File: src/rtl/bp_pkg.sv
package bp_pkg;

    typedef logic [1:0] ctr_t;

    localparam ctr_t CTR_INIT = 2'b01;
    localparam ctr_t CTR_MAX  = 2'b11;
    localparam ctr_t CTR_MIN  = 2'b00;

    // Saturating step of a 2-bit confidence counter.
    function automatic ctr_t ctr_step(input ctr_t cur, input logic taken);
        ctr_t nxt;
        nxt = cur;
        if (taken) begin
            if (cur != CTR_MAX) nxt = cur + 2'd1;
        end else begin
            if (cur != CTR_MIN) nxt = cur - 2'd1;
        end
        return nxt;
    endfunction

    // Direction held by a counter: the upper bit.
    function automatic logic ctr_dir(input ctr_t cur);
        return cur[1];
    endfunction

endpackage

File: src/rtl/bp_hash.sv
module bp_hash #(
    parameter int HIST_W = 8,
    parameter int ADDR_W = 32
) (
    input  logic [ADDR_W-1:0] pc,
    input  logic [HIST_W-1:0] hist,
    output logic [HIST_W-1:0] idx
);
    localparam int LO = 2;
    localparam int HI = HIST_W + LO - 1;

    logic unused_pc_bits;

    always_comb begin
        idx = hist ^ pc[HI:LO];
    end

    assign unused_pc_bits = ^{pc[ADDR_W-1:HI+1], pc[LO-1:0]};

endmodule

File: src/rtl/bp_ghr.sv
module bp_ghr #(
    parameter int HIST_W = 8
) (
    input  logic              clk,
    input  logic              rst_n,
    input  logic              shift_en,
    input  logic              shift_bit,
    output logic [HIST_W-1:0] hist
);
    typedef struct packed {
        logic [HIST_W-1:0] hist;
    } ghr_state_t;

    ghr_state_t st_d, st_q;
    logic [HIST_W-1:0] shifted;

    generate
        if (HIST_W == 1) begin : g_single
            assign shifted = shift_bit;
        end else begin : g_multi
            assign shifted = {st_q.hist[HIST_W-2:0], shift_bit};
        end
    endgenerate

    always_comb begin
        st_d = st_q;
        if (shift_en) st_d.hist = shifted;
    end

    always_ff @(posedge clk or negedge rst_n) begin
        if (!rst_n) st_q <= '0;
        else        st_q <= st_d;
    end

    assign hist = st_q.hist;


    hist_shift_chk: assert property (@(posedge clk) disable iff (!rst_n)
        shift_en |=> hist[0] == $past(shift_bit));


    hist_hold_chk: assert property (@(posedge clk) disable iff (!rst_n)
        !shift_en |=> $stable(hist));

endmodule

File: src/rtl/bp_ctr_table.sv
module bp_ctr_table #(
    parameter int IDX_W = 8
) (
    input  logic             clk,
    input  logic             rst_n,
    input  logic [IDX_W-1:0] rd_idx,
    output bp_pkg::ctr_t     rd_ctr,
    input  logic             wr_en,
    input  logic [IDX_W-1:0] wr_idx,
    input  logic             wr_taken
);
    import bp_pkg::*;

    localparam int DEPTH = 1 << IDX_W;

    typedef struct packed {
        ctr_t [DEPTH-1:0] ctr;
    } tbl_state_t;

    tbl_state_t st_d, st_q;

    always_comb begin
        st_d = st_q;
        if (wr_en) st_d.ctr[wr_idx] = ctr_step(st_q.ctr[wr_idx], wr_taken);
        rd_ctr = st_q.ctr[rd_idx];
    end

    always_ff @(posedge clk or negedge rst_n) begin
        if (!rst_n) st_q.ctr <= {DEPTH{CTR_INIT}};
        else        st_q     <= st_d;
    end

    // Capture of the last write, kept only for the checks below.
    logic             chk_wr_q;
    logic             chk_dir_q;
    logic [IDX_W-1:0] chk_idx_q;
    ctr_t             chk_old_q;

    always_ff @(posedge clk or negedge rst_n) begin
        if (!rst_n) begin
            chk_wr_q  <= 1'b0;
            chk_dir_q <= 1'b0;
            chk_idx_q <= '0;
            chk_old_q <= CTR_INIT;
        end else begin
            chk_wr_q  <= wr_en;
            chk_dir_q <= wr_taken;
            chk_idx_q <= wr_idx;
            chk_old_q <= st_q.ctr[wr_idx];
        end
    end


    ctr_rise_chk: assert property (@(posedge clk) disable iff (!rst_n)
        (chk_wr_q && chk_dir_q) |-> st_q.ctr[chk_idx_q] >= chk_old_q);


    ctr_fall_chk: assert property (@(posedge clk) disable iff (!rst_n)
        (chk_wr_q && !chk_dir_q) |-> st_q.ctr[chk_idx_q] <= chk_old_q);


    tbl_hold_chk: assert property (@(posedge clk) disable iff (!rst_n)
        !wr_en |=> $stable(st_q));

endmodule

File: src/rtl/bp_dir_pred.sv
module bp_dir_pred #(
    parameter int HIST_W = 8,
    parameter int ADDR_W = 32
) (
    input  logic              clk,
    input  logic              rst_n,
    input  logic [ADDR_W-1:0] pd_pc,
    input  logic              pd_cond,
    input  logic              pd_bypass,
    input  logic              pd_backward,
    input  logic              pd_static,
    output logic              pd_taken,
    output logic [HIST_W-1:0] pd_hist,
    input  logic              up_valid,
    input  logic [ADDR_W-1:0] up_pc,
    input  logic              up_bypass,
    input  logic              up_taken,
    input  logic [HIST_W-1:0] up_hist
);
    import bp_pkg::*;

    logic [HIST_W-1:0] hist_cur;
    logic [HIST_W-1:0] rd_idx;
    logic [HIST_W-1:0] wr_idx;
    ctr_t              rd_ctr;
    logic              train_en;

    assign train_en = up_valid & ~up_bypass;

    bp_ghr #(.HIST_W(HIST_W)) u_ghr (
        .clk       (clk),
        .rst_n     (rst_n),
        .shift_en  (train_en),
        .shift_bit (up_taken),
        .hist      (hist_cur)
    );

    bp_hash #(.HIST_W(HIST_W), .ADDR_W(ADDR_W)) u_rd_hash (
        .pc   (pd_pc),
        .hist (hist_cur),
        .idx  (rd_idx)
    );

    bp_hash #(.HIST_W(HIST_W), .ADDR_W(ADDR_W)) u_wr_hash (
        .pc   (up_pc),
        .hist (up_hist),
        .idx  (wr_idx)
    );

    bp_ctr_table #(.IDX_W(HIST_W)) u_table (
        .clk      (clk),
        .rst_n    (rst_n),
        .rd_idx   (rd_idx),
        .rd_ctr   (rd_ctr),
        .wr_en    (train_en),
        .wr_idx   (wr_idx),
        .wr_taken (up_taken)
    );

    always_comb begin
        if (!pd_cond || pd_bypass) pd_taken = 1'b0;
        else if (pd_static)        pd_taken = pd_backward;
        else                       pd_taken = ctr_dir(rd_ctr);
    end

    assign pd_hist = hist_cur;


    bypass_nt_chk: assert property (@(posedge clk) disable iff (!rst_n)
        pd_bypass |-> !pd_taken);


    noncond_nt_chk: assert property (@(posedge clk) disable iff (!rst_n)
        !pd_cond |-> !pd_taken);


    static_dir_chk: assert property (@(posedge clk) disable iff (!rst_n)
        (pd_cond && !pd_bypass && pd_static) |-> pd_taken == pd_backward);

endmodule

File: config.mk
export PLATFORM = sky130hd
export DESIGN_NAME = bp_dir_pred
export DESIGN_NICKNAME = d
export VERILOG_FILES = /design/src/rtl/bp_pkg.sv /design/src/rtl/bp_hash.sv /design/src/rtl/bp_ghr.sv /design/src/rtl/bp_ctr_table.sv /design/src/rtl/bp_dir_pred.sv
export SDC_FILE = /design/constraint.sdc
export NUM_CORES = 1
export LEC_CHECK = 0
export BUFFER_PORTS_ARGS = -buffer_cell sky130_fd_sc_hd__buf_2
export CORE_ASPECT_RATIO = 1.75
export CORE_MARGIN = 10
export CORE_UTILIZATION = 35
export CTS_CLUSTER_SIZE = 16
export DETAILED_ROUTE_END_ITERATION = 12
export GPL_ROUTABILITY_DRIVEN = 0
export MAX_ROUTING_LAYER = met4
export PLACE_DENSITY = 0.59
export SLEW_MARGIN = 20
export SYNTH_ARGS = -nofsm -noshare
export SYNTH_HDL_FRONTEND = slang
export SYNTH_SLANG_ARGS = --single-unit
File: constraint.sdc
create_clock -name clk -period 5 [get_ports clk]
set_clock_uncertainty 0.05 [all_clocks]
set_input_delay 1 -clock clk [delete_from_list [all_inputs] [get_ports clk]]
set_output_delay 1 -clock clk [all_outputs]
set_load 0.03 [all_outputs]
Yosys cells after proc, flatten, opt, wreduce, memory -nomap -nowiden
Index checks and enable logic that the tools add are counted.
{"block": "totals", "inputBits": 81, "ff_bits": 520, "wordCells": 284, "out_inout_bits": 9}
{"block": "classes", "magnitude_cmp": 3, "muxes": 13, "n_reduce_logical": 4, "n_bitwise": 4, "n_eq_ne": 1, "addsub": 2}
{"cell": "$bwmux W512", "n": 1}
{"cell": "$bmux W2 S8", "n": 2}
{"cell": "$lt A8 B9 Y1 const B", "n": 2}
{"cell": "$demux W2 S8", "n": 1}
{"cell": "$xor A8 B8 Y8", "n": 2}
{"cell": "$mux W2", "n": 7}
{"cell": "$ge A8 B1 Y1 const B", "n": 1}
{"cell": "$add A2 B1 Y2 const B", "n": 1}
{"cell": "$mux W1", "n": 2}
{"cell": "$ne A2 B2 Y1 const B", "n": 1}
{"cell": "$reduce_bool A2 Y1", "n": 1}
{"cell": "$sub A2 B1 Y2 const B", "n": 1}
{"cell": "$and A1 B1 Y1", "n": 1}
{"cell": "$logic_and A1 B1 Y1", "n": 1}
{"cell": "$logic_not A1 Y1", "n": 1}
{"cell": "$logic_or A1 B1 Y1", "n": 1}
{"cell": "$not A1 Y1", "n": 1}

Longest topological paths before layout
Gate-level depths: netlist of the first run.
{"block": "logic_depth", "word_depth": 8, "ltp_mapped": 14, "depth_no_buf": 9}

Modules after synthesis
Synthesis of the first run repeated with hierarchy kept, for this count alone.
{"block": "unflattened", "cells_unflattened": 2605, "hier_area_um2": 28318.4}
{"module": "bp_ctr_table", "area_per_inst_um2": 27817.9, "n_inst": 1, "cells_per_inst": 2569, "seq_area_each_um2": 13132.6}
{"module": "bp_ghr", "area_per_inst_um2": 331.6, "n_inst": 1, "cells_per_inst": 17, "seq_area_each_um2": 200.2}
{"module": "bp_hash", "area_per_inst_um2": 70.1, "n_inst": 2, "cells_per_inst": 8, "seq_area_each_um2": 0.0}
{"module": "bp_dir_pred", "area_per_inst_um2": 28.8, "n_inst": 1, "cells_per_inst": 3, "seq_area_each_um2": 0.0}

Worst setup path before layout of the first run
OpenSTA, ideal clock, no wires.
{"block": "synth_path", "path_kind": "input port to output port", "start": "in pd_pc[2]", "end": "out pd_taken", "path_buffers": 2, "arrival_ns": 3.809, "cell_stages": 11, "slack_ns": 0.141, "required_ns": 3.950, "path_cell_list": "xor2_2 buf_4 buf_2 mux4_2 mux4_2 nor3_1 a21oi_1 o311ai_0 o21ai_0 nand3b_1 nand3_1"}
{"block": "synth_via", "elab_chain_cells": 5}
{"element": "start: declaration", "line": "bp_dir_pred.sv:7", "text": "input logic [ADDR_W-1:0] pd_pc,"}
{"element": "$xor A8 B8 Y8", "line": "bp_hash.sv:15", "text": "idx = hist ^ pc[HI:LO];"}
{"element": "$bmux W2 S8", "line": "bp_ctr_table.sv:25", "text": "rd_ctr = st_q.ctr[rd_idx];"}
{"element": "$mux W2 (implied by the code)", "line": "bp_ctr_table.sv:25"}
{"element": "$mux W1", "line": "bp_dir_pred.sv:62", "text": "else if (pd_static) pd_taken = pd_backward;"}
{"element": "$mux W1", "line": "bp_dir_pred.sv:61", "text": "if (!pd_cond || pd_bypass) pd_taken = 1'b0;"}
{"element": "end: declaration", "line": "bp_dir_pred.sv:12", "text": "output logic pd_taken,"}
No other way between the ends. The select of a mux whose other input is x is not followed.

Worst setup path in the final report of the first run
Same ends and word-level chain as after synthesis.

==> results of run 1 <==
[final timing paths]
path,start,to,slack [ns],cells past startpoint
worst max-delay path,pd_pc[2],pd_taken,0.08,15
worst min-delay path,rst_n,u_table.st_q[273],0.34,1
worst max register to register,u_table.st_q[246],u_table.st_q[392],1.22,10
worst min register to register,u_table.st_q[380],u_table.st_q[380],0.41,2
max in group asynchronous,rst_n,u_table.st_q[401],3.31,2
min in group clk,u_table.st_q[380],u_table.st_q[380],0.41,2
[cells by family (layout without fill, tap and decap cells)]
group           after synthesis  count (layout)
compound gates              636             636
mux                         238             238
fa+ha+maj                     2               2
xor+xnor                     26              26
flops                       520             520
simple gates               1001            1001
buf+inv                     156             331
[layout by cell type, fill, tap and decap left out, types with 22 or more instances in the layout]
cell type  count
o22ai_1       39
nand4_1       22
buf_12        54
nor2_1        22
o21ai_2      209
nand2_1      882
dfrtp_1      263
o21ai_0       27
mux2i_1       82
o21ai_1      279
a21oi_1       35
mux4_2       155
clkbuf_16     49
buf_2         39
dfstp_2      256
buf_4        144
[registers in the layout, summed over array words and instances, names as in the netlist]
signal        count
u_ghr.hist        8
u_table.st_q    512
[worst register-to-register path, cell delays in order, from the launching register on]
cell      delay [ns]
dfstp_2         0.38
mux4_2          0.47
a211oi_1        0.82
a21oi_1         0.27
buf_4           0.20
o41ai_2         0.36
nand4_1         0.16
maj3_4          0.43
buf_12          0.20
buf_4           0.20
o21ai_1         0.16
[timing repair]
| action | 4_1_cts | 5_1_grt |
|---|---|---|
| buffers inserted | 4 | 1 |
| cloned | 2 | 0 |
| resized for setup | 13 | 2 |
| pin swaps | 4 | 0 |
| setup endpoints to repair | 1 | 1 |
[layer usage]
| layer | part of all wire (%) | wire length, um |
|---|---|---|
| met3 | 5.8 | 5240 |
| met1 | 35 | 31600 |
| met2 | 51 | 46400 |
| met4 | 8.5 | 7690 |
| met5 | 0 | 0 |
[metrics by stage]
stage	instances	worst slack [ns]	area (um2)
floorplan	2579	0.141	27400
CTS	3780	0.00566	31700
global placement	3687	-0.120	29900
detailed placement	3687	-0.194	29900
global route	3781	0.0303	31700
finish	3781	0.0842	31700
[layout make-up]
type,instances,area share [%]
Tap cell,1027,4.05
Timing Repair Buffer,243,7.76
Multi-Input combinational cell,1903,40.8
Sequential cell,520,42.1
Inverter,1,0.0118
Clock buffer,68,4.44
Clock inverter,19,0.880
[report_power, final]
part	total, mW	internal [mW]	switching [mW]
sequential	4.48	4.40	0.0828
clock	4.03	2.32	1.70
combinational	1.70	0.632	1.07
total	10.2	7.35	2.86
==> summary.txt, run 1 <==
Synth Area in Compound Gates: 15.3%
TritonCTS Buffers: 47
Pin count of the biggest net entering global routing: 110
Pleak: 12.0 nW
Mean Syn Cell Area: 10.6 um2
Post-synthesis cell area: 27400 um2
DR WL/cell: 24.1 um
Critical Path RT: 3.95 ns
Unrepaired setup endpoints after global routing: false
Crit path cell chain: buf_2 -> xor2_4 -> buf_4 -> buf_16 -> buf_4 -> mux4_2 -> mux4_2 -> nor2_1 -> nor2_2 -> o21ai_2 -> buf_4 -> o21ai_1 -> nand3b_1 -> nand3_2 -> buf_6
Ports: 90
Vias in the first global route: 21979
Status: finished, final reports clean
Post-DP HPWL: 62900 um
Sum Neg Setup Slack: 0 ns
CTS tree: built
Synth Area in XOR/XNOR: 0.953%
Storage element area: 13300 um2
Starting DRT DRC Count: 1972
Routed via count: 21048
Die Wd: 232 um
Pwr Density: 322 nW/um2
Total die area: 90500 um2
Pwr Total: 10.2 mW
Max Fclk: 203 MHz
Routed Wire Length: 90900 um
Largest stage delay, worst path: 0.50 ns
Core Area: 77500 um2
Remaining DRCs: 0
Cell accounting for the most synthesized area: dfstp_2
Slew HR: 30.4%
Fin crit share: 98.3%
Most frequent cells after synthesis: 882 x nand2_1, 278 x o21ai_1, 264 x dfrtp_1
First-pass GRT wire length: 138000 um
Count leader, synth: nand2_1
CP max FO: 5
Crit-path slowest cell: mux4_2
Critical path arrival: 3.87 ns
Ys flop type: dfrtp_1
H-tree depth: 2
Type of the most critical hold path: input pin to async pin
Row cnt: 135
Top-area cell type share of the netlist area: 24.5%
Post-cts hold buffer count: 0
Hold Vio Cnt, Final: 0
Worst IR Drop VDD: 0.313 mV
GR peak layer: met2
Largest family of logic cells by synthesized area: multiplexers
Antenna violations before repair: 0
Fraction of the mapped netlist area in adder cells: 0.100%
Setup violators final: 0
P&R area growth vs syn: 15.5%
CP endpoint kind: primary output
Mux share of post-synthesis cell area: 15.8%
Final net count: 2797
Number of port buffers: 41
Chip height: 390 um
Asr flop ratio synth: 100%
Post-synth cell types: 53
ANT cells: 0
Tightest Pin Transition: 1.04 ns
Clock sink total: 520
Clk pin slew, worst setup/hold paths: 0.07 ns
EDFF count, synth: 0
Leading cell types by total area after synthesis: dfstp_2 25%, dfrtp_1 24%, mux4_2 13%
Slew Viols, Final: 0
Final min period: 4.92 ns
Simple-gate share of the synthesized area: 14.3%
CP delay by family, top: buffers and inverters
Fill cells: 7258
Share of cells above drive strength 1: 35.9%
Grt met1 use: 21.5%
Max cap viols: 0
WHS: 0.342 ns
Multi-input logic area: 12900 um2
Register area share after synthesis: 48.6%
Net Count, Synth: 2660
Final core utilization: 40.9%
Initial Util: 35.4%
Aggregate global-route resource usage: 20.7%
Post-DR vias/cell: 5.57
Clk buf depth: 3
Critical path type: input pin to primary output
GRT overflow: 0
Worst Setup Start Kind: input pin
Post-route ant nets: 0
DR pass1 iterations: 5
Gate Count Post-Synth: 2579
#FFs+latches synth: 520
Ys Warns: 0
GR Util met3: 3.14%
WP buf/inv: 6
Most used cell, CP: buf_4
Grt met2 use: 35.4%
Latest clock arrival within the worst-skew pair: 0.59 ns
CTS root buffer: clkbuf_16
No activity file was read; power rests on OpenSTA's default activity.
==> run 2: changes to the inputs <==
RECOVER_POWER = 100   (was default)
==> run 2 against run 1 <==
The flow now finishes with violations (max-capacitance violations, max-slew violations). Register-to-register slack lost 0.08 ns. Critical path depth decreased by 1. Non-clock buffer count unchanged. Critical path type is now input pin to flop. Largest cell class unchanged.
==> summary.txt, run 2 (synthesized netlist as in run 1, its figures left out) <==
Status: finished, violations left
Failing checks: max-capacitance violations, max-slew violations
Sum Neg Setup Slack: 0 ns (unchanged)
Placed Cells: 3687 (unchanged)
Latest clock arrival within the worst-skew pair: 0.59 ns (about the same)
WP buf/inv: 6 (unchanged)
Hold Vio Cnt, Final: 0 (unchanged)
Crit path cell chain: buf_2 -> xor2_1 -> buf_12 -> clkbuf_2 -> mux4_2 -> a211oi_1 -> a21oi_1 -> buf_4 -> o41ai_2 -> and4_1 -> maj3_1 -> buf_12 -> clkbuf_2 -> o21ai_0
Ports: 90 (unchanged)
Pwr Density: 328 nW/um2 (+2.0%)
Max cap viols: 6 (+6)
Fin crit share: 99.8% (+1.4 points)
Slew HR: -48.2% (-79 points)
Share of cells above drive strength 1: 30.1% (-5.8 points)
Max reg flops: 512 (unchanged)
Clk buf depth: 3 (unchanged)
Clock sink total: 520 (unchanged)
Slew Viols, Final: 509 (+509)
P&R area growth vs syn: 12.1%
Routed via count: 21112 (+0.30%)
Commonest non-fill, non-tap cells in the layout: 882 x nand2_1, 277 x o21ai_0, 263 x dfrtp_1, 256 x dfstp_2, 160 x o21ai_1
Clk pin slew, worst setup/hold paths: 0.06 ns (about the same)
Post-DP HPWL: 62900 um (unchanged)
Unrepaired setup endpoints after global routing: false
Worst Setup Start Kind: input pin
H-tree depth: 2 (unchanged)
Largest stage delay, worst path: 0.83 ns (+0.33 ns)
TritonCTS Buffers: 47 (unchanged)
CTS tree: built
Most common cell after layout, fill and taps aside: nand2_1
WHS: 0.412 ns (+0.0699 ns)
CP delay by family, top: compound AO/OA/AOI/OAI gates
GR Util met3: 3.14% (unchanged)
GR peak layer: met2
First-pass GRT wire length: 138000 um (unchanged)
CTS root buffer: clkbuf_16
Row cnt: 135 (unchanged)
Grt met2 use: 35.4% (unchanged)
Storage element area: 13300 um2 (unchanged)
Number of port buffers: 41 (unchanged)
Pleak: 11.6 nW (-3.3%)
Total die area: 90500 um2 (unchanged)
Max Fclk: 200 MHz (-1.4%)
DR pass1 iterations: 5 (unchanged)
Antenna violations before repair: 0 (unchanged)
CP endpoint kind: flop
Critical Path RT: 5.41 ns (+1.46 ns)
Post-cts hold buffer count: 0 (unchanged)
Post-route insts no fill: 3781 (unchanged)
DR WL/cell: 24.1 um (about the same)
Multi-input logic area: 12400 um2 (-4.0%)
Post-route ant nets: 0 (unchanged)
Final net count: 2797 (unchanged)
Grt met1 use: 21.5% (unchanged)
Routed Wire Length: 91000 um (about the same)
Crit-path slowest cell: a211oi_1
Aggregate global-route resource usage: 20.7% (unchanged)
Chip height: 390 um (unchanged)
GRT overflow: 0 (unchanged)
Type of the most critical hold path: flop to flop
Critical path arrival: 5.39 ns (+1.52 ns)
Final min period: 4.99 ns (+0.0720 ns)
CP max FO: 18 (+13)
ANT cells: 0 (unchanged)
Critical path type: input pin to flop
Top reg by flops: u_table.st_q
Pin count of the biggest net entering global routing: 110 (unchanged)
Worst IR Drop VDD: 0.312 mV (-0.39%)
Remaining DRCs: 0 (unchanged)
Tightest Pin Transition: 2.22 ns (+1.18 ns)
Post-DR vias/cell: 5.58 (+0.30%)
Initial Util: 35.4% (unchanged)
Setup violators final: 0 (unchanged)
Vias in the first global route: 21979 (unchanged)
Core Area: 77500 um2 (unchanged)
Die Wd: 232 um (unchanged)
Starting DRT DRC Count: 1868 (-5.3%)
Fill cells: 7508 (+3.4%)
==> run 2: cell count changes in the layout (fill, tap and decap cells not counted), sizes merged <==
cell    change
buf        -44
clkbuf     +44
==> run 2: path summary, 6_finish.rpt <==
kind                              startpoint                end  slack [ns]  cells past startpoint
hold reg to reg            u_table.st_q[380]  u_table.st_q[380]        0.41                      2
max in group asynchronous              rst_n  u_table.st_q[205]        0.72                      2
setup / recovery                    up_pc[2]    u_table.st_q[9]        0.01                     14
min in group asynchronous              rst_n  u_table.st_q[277]        0.97                      1
setup reg to reg           u_table.st_q[246]    u_table.st_q[9]        1.14                     10
hold / removal             u_table.st_q[380]  u_table.st_q[380]        0.41                      2
==> run 2: metrics by stage <==
stage / util (%) / cell area (um2) / setup WS (ns) / total power [mW]
after floorplan: - / 27400 / 0.141 / 5.47
after global placement: 38.5 / 29900 / -0.120 / 6.15
after detailed placement: 38.5 / 29900 / -0.194 / 6.19
after CTS: 40.9 / 31700 / 0.00566 / 10.3
after global routing: 39.7 / 30800 / 0.0188 / 10.4
final: 39.7 / 30800 / 0.0122 / 10.1
==> run 2: power by group <==
| group | switching (mW) | leakage [nW] | internal, mW |
|---|---|---|---|
| sequential | 0.0828 | 6.32 | 4.40 |
| clock | 1.70 | 0.831 | 2.32 |
| combinational | 1.03 | 4.41 | 0.567 |
| total | 2.82 | 11.6 | 7.29 |
==> run 2: routing by layer <==
| metal | vias to the layer above | share of wire (%) |
|---|---|---|
| li1 | 9416 | - |
| met1 | 10465 | 34 |
| met2 | 894 | 51 |
| met3 | 337 | 6.2 |
| met4 | 0 | 8.6 |
| met5 | - | 0 |
==> run 2: layout make-up <==
| class | count | share of cell area [%] |
|---|---|---|
| sequential | 520 | 43.3 |
| multi-input combinational | 1903 | 40.4 |
| timing repair buffer | 243 | 6.60 |
| clock buffer | 68 | 4.58 |
| tap | 1027 | 4.18 |
| clock inverter | 19 | 0.907 |
| inverter | 1 | 0.0122 |
==> run 2: tightest hold or removal path, cell delays in order, from the launching register on <==
cell	delay (ns)
dfstp_2	0.37
nand2_1	0.04
o21ai_1	0.05
==> run 2: what timing repair did <==
item / CTS / global route
setup endpoints to repair: 1 / 1
pin swaps: 4 / 0
setup buffers: 4 / 1
gates resized for setup: 13 / 2
gates cloned: 2 / 0
==> run 3: changes to the inputs <==
REMOVE_ABC_BUFFERS = 1   (was default)
SLEW_MARGIN = 30   (was 20)
==> run 3 against run 2 <==
The flow still finishes with violations (max-capacitance violations, max-slew violations). Combinational power is 3% lower. Fmax is 0.97% higher. Sequential power hardly changed. First-iteration DRC count is 8.4% lower. Sequential cell count stayed put. Critical path depth is 3 lower. Clock power is 1% lower. Design area is 0.88% lower.
==> summary.txt, run 3 (synthesized netlist as in run 1, its figures left out) <==
Status: finished, violations left
Failing checks: max-capacitance violations, max-slew violations
Latest clock arrival within the worst-skew pair: 0.60 ns (about the same)
ANT cells: 0 (unchanged)
Crit path cell chain: buf_2 -> xor2_4 -> buf_4 -> buf_12 -> mux4_2 -> mux4_2 -> mux2_2 -> a221oi_4 -> or3_1 -> nand3_1 -> buf_2
First-pass GRT wire length: 133000 um (-3.6%)
Post-cts hold buffer count: 0 (unchanged)
Max Used Layer: met4
WL met1: 32200 um (+3.1%)
DR pass1 iterations: 5 (unchanged)
Core Area: 77500 um2 (unchanged)
DR WL/cell: 23.5 um (-2.3%)
Reg2Reg Setup Slack: 1.58 ns (+0.44 ns)
Row cnt: 135 (unchanged)
Slew Viols, Final: 285 (-44%)
Final setup margin: 0.0602 ns (+0.0479 ns)
GRT overflow: 0 (unchanged)
Commonest non-fill, non-tap cells in the layout: 882 x nand2_1, 270 x o21ai_0, 264 x dfrtp_1, 256 x dfstp_2, 206 x o21ai_1
Pwr Total: 10.0 mW (-0.93%)
Type of the most critical hold path: flop to flop
Largest stage delay, worst path: 0.60 ns (-0.23 ns)
Clk buf depth: 3 (unchanged)
Max reg flops: 512 (unchanged)
Initial Util: 35.4% (unchanged)
Setup violators final: 0 (unchanged)
Pin count of the biggest net entering global routing: 125 (+14%)
Total die area: 90500 um2 (unchanged)
Share of cells above drive strength 1: 28.2% (-1.9 points)
Launch point of the worst reg-to-reg path: u_table.st_q[55]
Starting DRT DRC Count: 1711 (-8.4%)
Routed wire length on met2: 44600 um (-3.6%)
Final core utilization: 39.3% (-0.35 points)
Worst IR Drop VDD: 0.272 mV (-13%)
Final net count: 2773 (-0.86%)
Clock sink total: 520 (unchanged)
Final min period: 4.94 ns (-0.0479 ns)
CTS root buffer: clkbuf_16
CP max FO: 9 (-9)
H-tree depth: 2 (unchanged)
TritonCTS Buffers: 46 (-2.1%)
Antenna violations before repair: 0 (unchanged)
P&R area growth vs syn: 11.1%
Die Wd: 232 um (unchanged)
Ports: 90 (unchanged)
Critical path type: input pin to primary output
Pre-CTS setup slack: -0.0738 ns (+0.120 ns)
Hold_sp: u_table.st_q[364]
Aggregate global-route resource usage: 19.7% (-1.0 points)
Critical path arrival: 3.89 ns (-1.50 ns)
Met3 Wirelength: 5050 um (-11%)
Vias in the first global route: 21594 (-1.8%)
CTS tree: built
Post-DP HPWL: 59800 um (-4.9%)
Pwr Density: 328 nW/um2 (about the same)
Crit-path slowest cell: mux4_2
Fin crit share: 98.8% (-0.96 points)
Top reg by flops: u_table.st_q
Post-DR vias/cell: 5.55 (-0.61%)
Hold Vio Cnt, Final: 0 (unchanged)
Worst Setup Start Kind: input pin
Critical Path RT: 3.95 ns (-1.46 ns)
Clk pin slew, worst setup/hold paths: 0.07 ns (about the same)
Tightest Pin Transition: 2.41 ns (+0.187 ns)
Slew HR: -60.6% (-12 points)
Number of port buffers: 41 (unchanged)
Max cap viols: 4 (-2)
Pleak: 11.4 nW (-1.8%)
Most common cell after layout, fill and taps aside: nand2_1
WP buf/inv: 4 (-2)
Post-route ant nets: 0 (unchanged)
Remaining DRCs: 0 (unchanged)
Chip height: 390 um (unchanged)
CP endpoint kind: primary output
Routed Wire Length: 88300 um (-2.9%)
CP delay by family, top: multiplexers
Crit. Startpoint: pd_pc[2]
Max Fclk: 202 MHz (+0.97%)
Routed via count: 20849 (-1.2%)
-- run 3: what timing repair did --
item	4_1_cts	5_1_grt
endpoints found under the hold margin	0	0
setup buffers	0	6
gates resized for setup	3	5
endpoints found under the setup margin	1	1
pin swaps	0	0
gates cloned	0	1
-- run 3: metrics by stage --
step	hold slack (ns)	std cells	cell area, um2	TNS [ns]
floorplan	0.392	2424	26100	-2422.81
global placement	0.400	3664	29600	-0.0605
detailed placement	0.404	3664	29600	-0.0738
global route	0.428	3757	30500	-0.00312
finish	0.414	3757	30500	0
CTS	0.380	3750	31200	0
-- run 3: final cells by class --
class | count | area [um2]
fill | 7663 | 47000
multi-input combinational | 1903 | 12300
timing repair buffer | 220 | 1910
clock buffer | 65 | 1350
clock inverter | 21 | 319
sequential | 520 | 13300
inverter | 1 | 3.75
tap | 1027 | 1280
-- run 3: worst paths after layout --
path,endpoint,depth (start not counted)
setup / recovery,pd_taken,11
hold / removal,u_table.st_q[364],2
max in group asynchronous,u_table.st_q[343],2
hold reg to reg,u_table.st_q[364],2
setup reg to reg,u_table.st_q[238],9
min in group asynchronous,u_table.st_q[129],1
-- run 3: per-layer routing --
metal	global-route usage, %	vias to the layer above
met5	-	-
met4	12.9	0
met3	2.47	288
met2	33.2	775
met1	21.6	10420
li1	-	9366
-- run 3: where the power goes --
part,switching (mW),leakage [nW],internal [mW]
combinational,1.01,4.21,0.549
clock,1.68,0.820,2.30
sequential,0.0758,6.33,4.40
-- run 3: worst reg2reg max path: cells and delay by family, from the launching register on --
kind,cells,cell delay [ns]
AOI/OAI and AO/OA,4,1.19
adders and majority gates,1,0.35
buffers and inverters,2,0.53
DFF,1,0.41
muxes,1,0.49
and+or+nand+nor,1,0.34
